## config.mk

```make
export PLATFORM = sky130hd
export DESIGN_NAME = irq_prio_ctrl
export DESIGN_NICKNAME = d
export VERILOG_FILES = /design/src/rtl/irq_prio_pkg.sv /design/src/rtl/irq_src_reg.sv /design/src/rtl/irq_arbiter.sv /design/src/rtl/irq_prio_ctrl.sv
export SDC_FILE = /design/constraint.sdc
export NUM_CORES = 1
export LEC_CHECK = 0
export BUFFER_PORTS_ARGS = -buffer_cell sky130_fd_sc_hd__buf_2
export CAP_MARGIN = 20
export CORE_MARGIN = 2
export CORE_UTILIZATION = 61
export DETAILED_ROUTE_END_ITERATION = 10
export GPL_ROUTABILITY_DRIVEN = 0
export PLACE_DENSITY = 0.87
export SYNTH_ARGS = -nofsm -noshare
export SYNTH_HDL_FRONTEND = slang
export SYNTH_SLANG_ARGS = --single-unit
```

## constraint.sdc

```tcl
create_clock -name clk_i -period 11.08 [get_ports clk_i]
set_input_delay 0.554 -clock clk_i [delete_from_list [all_inputs] [get_ports clk_i]]
set_output_delay 0.554 -clock clk_i [all_outputs]
set_load 0.005 [all_outputs]
```

## src/rtl/irq_prio_pkg.sv

```systemverilog
package irq_prio_pkg;
  localparam int unsigned LVL_W    = 3;
  localparam int unsigned DATA_W   = 4;
  localparam int unsigned PEND_BIT = 3;
  localparam int unsigned EN_BIT   = 0;
  typedef logic [LVL_W-1:0] lvl_t;
endpackage

```

## src/rtl/irq_src_reg.sv

```systemverilog
module irq_src_reg
  import irq_prio_pkg::*;
(
  input  logic              clk_i,
  input  logic              rst_ni,
  input  logic              evt_i,
  input  logic              ack_i,
  input  logic              wr_i,
  input  logic [DATA_W-1:0] wr_data_i,
  output lvl_t              lvl_o,
  output logic              pend_o
);
  lvl_t lvl_q;
  logic pend_q;

  always_ff @(posedge clk_i or negedge rst_ni) begin
    if (!rst_ni) begin
      lvl_q  <= '0;
      pend_q <= 1'b0;
    end else begin
      if (wr_i) lvl_q <= wr_data_i[LVL_W-1:0];
      // hardware set wins so no request is lost
      if (evt_i) pend_q <= 1'b1;
      else if (ack_i || (wr_i && !wr_data_i[PEND_BIT])) pend_q <= 1'b0;
    end
  end

  assign lvl_o  = lvl_q;
  assign pend_o = pend_q;
endmodule

```

## src/rtl/irq_arbiter.sv

```systemverilog
module irq_arbiter
  import irq_prio_pkg::*;
#(
  parameter int unsigned NUM_SRC = 8,
  parameter int unsigned IDX_W   = 3
) (
  input  logic                en_i,
  input  lvl_t                cpu_lvl_i,
  input  logic [NUM_SRC-1:0]  pend_i,
  input  lvl_t [NUM_SRC-1:0]  lvl_i,
  output logic                hit_o,
  output logic [IDX_W-1:0]    idx_o
);
  logic [NUM_SRC-1:0] elig;

  for (genvar g = 0; g < NUM_SRC; g++) begin : g_elig
    assign elig[g] = en_i & pend_i[g] & (lvl_i[g] > cpu_lvl_i);
  end

  lvl_t best;
  always_comb begin
    best  = '0;
    hit_o = 1'b0;
    idx_o = '0;
    // strict compare keeps the lowest index on a tie
    for (int i = 0; i < NUM_SRC; i++) begin
      if (elig[i] && (lvl_i[i] > best)) begin
        best  = lvl_i[i];
        hit_o = 1'b1;
        idx_o = IDX_W'(i);
      end
    end
  end
endmodule

```

## src/rtl/irq_prio_ctrl.sv

```systemverilog
module irq_prio_ctrl
  import irq_prio_pkg::*;
#(
  parameter int unsigned NUM_SRC = 8,
  localparam int unsigned IDX_W  = (NUM_SRC > 1) ? $clog2(NUM_SRC) : 1,
  localparam int unsigned ADDR_W = $clog2(NUM_SRC + 2)
) (
  input  logic               clk_i,
  input  logic               rst_ni,
  input  logic [NUM_SRC-1:0] src_evt_i,
  input  logic               wr_en_i,
  input  logic [ADDR_W-1:0]  wr_addr_i,
  input  logic [DATA_W-1:0]  wr_data_i,
  input  logic               irq_ack_i,
  output logic               irq_req_o,
  output logic [IDX_W-1:0]   irq_idx_o
);
  localparam int unsigned ADDR_CPU = NUM_SRC;
  localparam int unsigned ADDR_EN  = NUM_SRC + 1;

  lvl_t               cpu_lvl_q;
  logic               glb_en_q;
  logic [NUM_SRC-1:0] pend_q;
  lvl_t [NUM_SRC-1:0] lvl_q;
  logic               irq_req_q;
  logic [IDX_W-1:0]   irq_idx_q;
  logic               hit;
  logic [IDX_W-1:0]   hit_idx;
  logic               ack_ok;

  assign ack_ok = irq_ack_i & irq_req_q;

  always_ff @(posedge clk_i or negedge rst_ni) begin
    if (!rst_ni) begin
      cpu_lvl_q <= '0;
      glb_en_q  <= 1'b0;
    end else if (wr_en_i) begin
      if (wr_addr_i == ADDR_W'(ADDR_CPU)) cpu_lvl_q <= wr_data_i[LVL_W-1:0];
      if (wr_addr_i == ADDR_W'(ADDR_EN))  glb_en_q  <= wr_data_i[EN_BIT];
    end
  end

  for (genvar g = 0; g < NUM_SRC; g++) begin : g_src
    irq_src_reg u_src (
      .clk_i     (clk_i),
      .rst_ni    (rst_ni),
      .evt_i     (src_evt_i[g]),
      .ack_i     (ack_ok && (irq_idx_q == IDX_W'(g))),
      .wr_i      (wr_en_i && (wr_addr_i == ADDR_W'(g))),
      .wr_data_i (wr_data_i),
      .lvl_o     (lvl_q[g]),
      .pend_o    (pend_q[g])
    );
  end

  irq_arbiter #(
    .NUM_SRC (NUM_SRC),
    .IDX_W   (IDX_W)
  ) u_arb (
    .en_i      (glb_en_q),
    .cpu_lvl_i (cpu_lvl_q),
    .pend_i    (pend_q),
    .lvl_i     (lvl_q),
    .hit_o     (hit),
    .idx_o     (hit_idx)
  );

  always_ff @(posedge clk_i or negedge rst_ni) begin
    if (!rst_ni) begin
      irq_req_q <= 1'b0;
      irq_idx_q <= '0;
    end else begin
      irq_req_q <= hit;
      irq_idx_q <= hit ? hit_idx : '0;
    end
  end

  assign irq_req_o = irq_req_q;
  assign irq_idx_o = irq_idx_q;
endmodule

```

==> results of run 1 <==
==> layout by cell type (no fill, tap or decap), drive strengths merged, types with 3 or more instances in the layout <==
| cell | n |
|---|---|
| o21bai | 6 |
| nand2 | 26 |
| ha | 40 |
| nand3 | 17 |
| a21oi | 16 |
| nand4 | 4 |
| o31ai | 5 |
| nand3b | 7 |
| a211o | 3 |
| clkbuf | 6 |
| o21a | 3 |
| nor2b | 7 |
| mux2 | 26 |
| buf | 31 |
| dfrtp | 40 |
| nor2 | 20 |
| nand2b | 4 |
| a21o | 6 |
| nor3 | 7 |
| inv | 25 |
| o21ai | 21 |
==> synthesized netlist by cell type (all sizes together) (3+ instances only) <==
cell,count
o21bai,6
nor3,7
nand3,17
a21o,6
mux2,26
ha,40
nand4,4
clkbuf,4
nand2,26
nand2b,4
nand3b,7
inv,25
nor2,20
a211o,3
a21oi,16
nor2b,7
o31ai,5
o21ai,21
o21a,3
dfrtp,40
==> layout make-up <==
type / instances / area share
Sequential cell: 40 / 0.2876
Clock inverter: 2 / 0.002876
Tap cell: 67 / 0.02408
Inverter: 25 / 0.02696
Clock buffer: 6 / 0.02372
Timing Repair Buffer: 31 / 0.05392
Multi-Input combinational cell: 260 / 0.5809
==> flip-flops by register name (all words and copies together), names as in the netlist <==
register and cells:
g_src.u_src.lvl_o 24, g_src.u_src.pend_o 8, cpu_lvl_q 3, irq_idx_o 3, glb_en_q 1, irq_req_o 1
==> critical path: cells and delay by family, from the launching register on <==
family	cells	cell delay, ns
AO/OA/AOI/OAI	16	2.91
adder cells (fa/ha/maj)	9	2.53
buffers and inverters	5	0.44
flip-flops	1	0.42
multiplexers	4	1.14
AND/OR/NAND/NOR	18	2.93
==> report_power, final <==
part	internal (mW)	leakage [nW]	switching (mW)
Combinational	0.226	1.10	0.277
Sequential	0.180	0.463	0.0408
Clock	0.0497	0.0510	0.0512
==> final timing paths <==
path / from / end / slack (ns) / cells past startpoint
setup / recovery: g_src[0].u_src.lvl_o[1] / irq_req_o / 0.57 / 52
hold / removal: rst_ni / g_src[6].u_src.pend_o / 0.36 / 1
setup reg to reg: g_src[0].u_src.lvl_o[1] / irq_req_o / 0.57 / 52
hold reg to reg: cpu_lvl_q[2] / cpu_lvl_q[2] / 0.52 / 1
max in group asynchronous: rst_ni / g_src[2].u_src.lvl_o[0] / 10.14 / 1
min in group clk_i: src_evt_i[6] / g_src[6].u_src.pend_o / 0.46 / 2
==> repair_timing <==
| item | CTS | global route |
|---|---|---|
| gates resized for setup | 0 | 12 |
| endpoints found under the setup margin | 0 | 4 |
| setup buffers | 0 | 3 |
==> stage by stage <==
stage	hold slack [ns]	cells
global placement	0.4903	420
detailed placement	0.4985	420
CTS	0.4034	428
floorplan	0.2584	331
finish	0.3646	431
global route	0.4485	431
==> cell families (layout without fill, tap and decap cells) <==
family,after synthesis,after routing,synth area share
flip-flops,40,40,0.3234
AND/OR/NAND/NOR,107,107,0.1783
multiplexers,28,28,0.1035
AO/OA/AOI/OAI,83,83,0.1880
adder cells (fa/ha/maj),42,42,0.1686
buffers and inverters,31,64,0.03840
==> routing by layer <==
metal / global-route usage / part of all wire / wire length, um / up-vias
li1: - / - / - / 1300
met1: 0.4138 / 0.42 / 3484 / 1320
met2: 0.5117 / 0.48 / 3950 / 124
met3: 0.04418 / 0.069 / 565 / 23
met4: 0.1033 / 0.024 / 197 / 0
met5: 0 / 0 / 0 / -
==> run summary, run 1 <==
Post-synth EDFFs - 0
post-synth cell types - 59
final number of setup-violating endpoints - 0
number of vias per cell - 6.420
Power Total - 825.8 uW
CTS root buffer - clkbuf_8
DR pass1 iterations - 5
drt initial violations - 169
Die ar. - 0.005660 mm^2
worst skew pair latency - 0.29 ns
layout cells sized above 1 - 0.2253
num rows - 25
PD cells - 237.2 mW/mm^2
Tot GR Track Use - 0.3073
area leader, netlist - dfrtp_1
antenna-violating nets left - 0
footprint of the multi-input gates - 0.002022 mm^2
Die X-Extent - 75.24 um
synthesized flop and latch total - 40
IO Pins - 24
CP Launch Type - register
crit path kind - register to register
Syn Nets - 391
Post-Synthesis Cell Area - 0.003095 mm^2
Slew Viols, Final - 0
time the worst path needs with I/O delays and setup - 10.51 ns
H-tree levels - 2
Die Ht - 75.24 um
largest net degree at the start of global routing - 41
HP Class - primary input to async pin
skew final - 0.008986 ns
clock transition at the registers of the reported paths - 0.08 ns
CP max stage delay - 0.46 ns
CTS tree - built
placed cell areas - 0.003307 mm^2
Max Freq - 95.11 MHz
GR Overflow Total - 0
Synth Warn # - 0
Hold Buf Count CTS - 0
Hold Vio Cnt, Final - 0
crit-path max FO - 10
design area - 0.003481 mm^2
Sink Count - 40
VDD IR max - 144.9 uV
initial antenna violation count - 0
status - completed
ys async rst share - 1.000
Worst Tran Pin Value - 0.8898 ns
vias in the first global route - 2,693
routed length per instance - 19.02 um
Storage cell area - 0.001001 mm^2
Via Count - 2,767
Nets - 423
Starting Density - 0.6426
Antenna diodes - 0
IO Port Bufs - 23
worst rel slew slack - 0.4068
Finished Core Util - 0.7226
largest cells by area after synthesis - dfrtp_1, ha_1, mux2_2
Yosys top cell area share - 0.3234
Critical Path AT - 10.69 ns
total CTS buffers - 5
syn avg cell area - 9.352 um^2
pre-CTS setup slack - 0.2766 ns
Max-Cap Viols - 0
fin crit share - 0.9489
Total Routed Length - 8.198 mm
global-route wire length before repair - 12.85 mm
hpwl dp - 6.126 mm
Synth Flop Type - dfrtp_1
most frequent cell on the critical path - ha_1
CORE AREA - 0.004817 mm^2
worst setup margin - 0.5661 ns
Crit. End Element - register
Worst EP required - 11.25 ns
CP max-delay cell - or4_1
Max Root-Sink Buffers - 2
Area Growth Syn to Fin - 12.45%
Cells after Synth - 331
Filler Cell Count - 360
Remaining DRCs - 0
register area share after synthesis - 0.3234
setup TNS - 0 ns
Pleak - 1.617 nW
Note: power is estimated with default switching activity, not from simulation.
==> run 2: changes to the inputs <==
Settings changed: CORE_ASPECT_RATIO set to 1.25, CORE_UTILIZATION 61 to 62, PLACE_DENSITY 0.87 to 0.88.
Clock period 11.08 ns to 12.7 ns, I/O delays scaled along.
==> run 2 against run 1 <==
Final cell count is 3.7% lower. Design area is 2.5% lower. Total power is 12% lower. Combinational power is 19% lower. Utilization is 1.0 points lower. Setup slack better by 0.46 ns. Hold slack better by 0.093 ns. Clock power is 20% higher.
==> run summary, run 2 (synthesis results as in run 1) <==
status - completed
Sink Count - 40 (unchanged)
IO Pins - 24 (unchanged)
time the worst path needs with I/O delays and setup - 11.68 ns (+1.162 ns)
Tot GR Track Use - 0.3080 (+0.0006429)
final number of setup-violating endpoints - 0 (unchanged)
most frequent cell on the critical path - ha_1
routed length per instance - 18.97 um (-0.25%)
Worst EP required - 12.85 ns (+1.60 ns)
setup TNS - 0 ns (unchanged)
Nets - 415 (-1.9%)
Antenna diodes - 0 (unchanged)
Largest register FFs - 24 (unchanged)
Starting Density - 0.6497 (+0.007087)
Pleak - 1.585 nW (-2.0%)
Slew Viols, Final - 0 (unchanged)
Hold Vio Cnt, Final - 0 (unchanged)
crit path kind - register to register
global-route wire length before repair - 13.14 mm (+2.3%)
Filler Cell Count - 356 (-1.1%)
crit-path max FO - 10 (unchanged)
num rows - 28 (+12%)
H-tree levels - 2 (unchanged)
vias in the first global route - 2,760 (+2.5%)
skew final - 0.004634 ns (-0.004353 ns)
worst rel slew slack - 0.4169 (+0.01010)
Worst Tran Pin Value - 0.8746 ns (-0.01516 ns)
PD cells - 212.9 mW/mm^2 (-10%)
DR pass1 iterations - 5 (unchanged)
CP max-delay cell - nor3_2
Crit. End Element - register
Post-Place Cells - 408 (-2.9%)
RR Endpoint - irq_idx_o[2]
Int Power - 414.0 uW (-9.3%)
initial antenna violation count - 0 (unchanged)
Seq pwr share - 0.268 (about the same)
CP Launch Type - register
Storage cell area - 0.001001 mm^2 (unchanged)
Area Growth Syn to Fin - 9.661%
design area - 0.003395 mm^2 (-2.5%)
Total Routed Length - 7.874 mm (-4.0%)
origin of the critical flop-to-flop path - cpu_lvl_q[1]
worst skew pair latency - 0.29 ns (about the same)
antenna-violating nets left - 0 (unchanged)
Max Freq - 85.65 MHz (-10%)
IO Port Bufs - 23 (unchanged)
Remaining DRCs - 0 (unchanged)
clock transition at the registers of the reported paths - 0.07 ns (about the same)
Hold Buf Count CTS - 0 (unchanged)
Resize count post-CTS - 0 (unchanged)
RSZ-0062 raised after global routing - false
layout cells sized above 1 - 0.1859 (-0.03936)
Die X-Extent - 67.20 um (-11%)
Reg2Reg Depth - 50 (-3.8%)
hpwl dp - 5.790 mm (-5.5%)
combinational fraction of design power - 0.564 (-0.046)
HP Class - primary input to async pin
commonest non-fill, non-tap cells in the layout - ha_1, dfrtp_1, nand2_1, inv_1, mux2_2
VDD IR max - 184.7 uV (+27%)
fin crit share - 0.9194 (-0.02953)
GR Overflow Total - 0 (unchanged)
Die Ht - 83 um (+10%)
Max Root-Sink Buffers - 2 (unchanged)
total CTS buffers - 5 (unchanged)
reg2reg setup slack - 1.02 ns (+0.46 ns)
Max-Cap Viols - 0 (unchanged)
Via Count - 2,744 (-0.83%)
largest net degree at the start of global routing - 41 (unchanged)
Post CTS Setup Buffer Count - 0 (unchanged)
Critical Path AT - 11.83 ns (+1.14 ns)
net switching power - 308.6 uW (-16%)
CORE AREA - 0.004765 mm^2 (-1.1%)
Clock power frac - 0.168 (+0.046)
CP max stage delay - 0.55 ns (+0.09 ns)
CTS tree - built
footprint of the multi-input gates - 0.001981 mm^2 (-2.0%)
CTS root buffer - clkbuf_8
Die ar. - 0.005578 mm^2 (-1.5%)
Cell Count, Final, Fillers Out - 415 (-3.7%)
Power Total - 722.7 uW (-12%)
drt initial violations - 194 (+15%)
switching share of total power - 0.4271 (-0.02032)
placed cell areas - 0.003261 mm^2 (-1.4%)
worst setup path start - cpu_lvl_q[1]
Critical Path Sink - irq_idx_o[2]
number of vias per cell - 6.612 (+3.0%)
## run 2: final cells by class
| class | instances | area share |
|---|---|---|
| clock buffers | 5 | 0.02027 |
| clock inverters | 2 | 0.01769 |
| inverters | 25 | 0.02764 |
| multi-input cells | 260 | 0.5835 |
| flip-flops and latches | 40 | 0.2949 |
| well taps | 60 | 0.02212 |
| repair buffers | 23 | 0.03391 |
## run 2: power groups by stage
stage                     Combinational (mW)  Clock (mW)  Sequential (mW)
after floorplan                        0.309           0            0.182
after global placement                 0.372           0            0.193
after detailed placement               0.394           0            0.194
after CTS                              0.401       0.123            0.192
after global routing                   0.457       0.128            0.197
final                                  0.408       0.121            0.194
## run 2: metal layers
metal | up-vias | track usage | routed length [um]
met3 | 33 | 0.05285 | 568
met2 | 128 | 0.5077 | 3987
li1 | 1274 | - | -
met4 | 0 | 0.1391 | 278
met1 | 1309 | 0.3848 | 3039
met5 | - | 0 | 0
## run 2: how the worst min path moves through the flow
| stage | cells past startpoint | to | from | slack (ns) |
|---|---|---|---|---|
| floorplan | 0 | cpu_lvl_q[0] | rst_ni | 0.34 |
| global placement | 1 | cpu_lvl_q[1] | cpu_lvl_q[1] | 0.49 |
| detailed placement | 1 | cpu_lvl_q[2] | cpu_lvl_q[2] | 0.50 |
| CTS | 1 | g_src[0].u_src.pend_o | rst_ni | 0.48 |
| global route | 2 | g_src[1].u_src.pend_o | src_evt_i[1] | 0.53 |
| finish | 1 | g_src[7].u_src.lvl_o[1] | rst_ni | 0.46 |
## run 2: critical path: cells and delay by family, from the launching register on
family	cells	cell delay, ns
buffers and inverters	3	0.58
adders and majority gates	9	2.61
muxes	4	1.19
and+or+nand+nor	21	3.47
AOI/OAI and AO/OA	13	3.29
DFF	1	0.38
## run 2: metrics by stage
stage	util	hold slack, ns	setup slack, ns
6_report	0.7124	0.4578	1.024
3_3_place_gp	0.6843	0.4865	1.530
3_5_place_dp	0.6843	0.4959	1.078
4_1_cts	0.7114	0.4766	0.9545
2_1_floorplan	-	0.3394	2.559
5_1_grt	0.7124	0.5323	0.3399
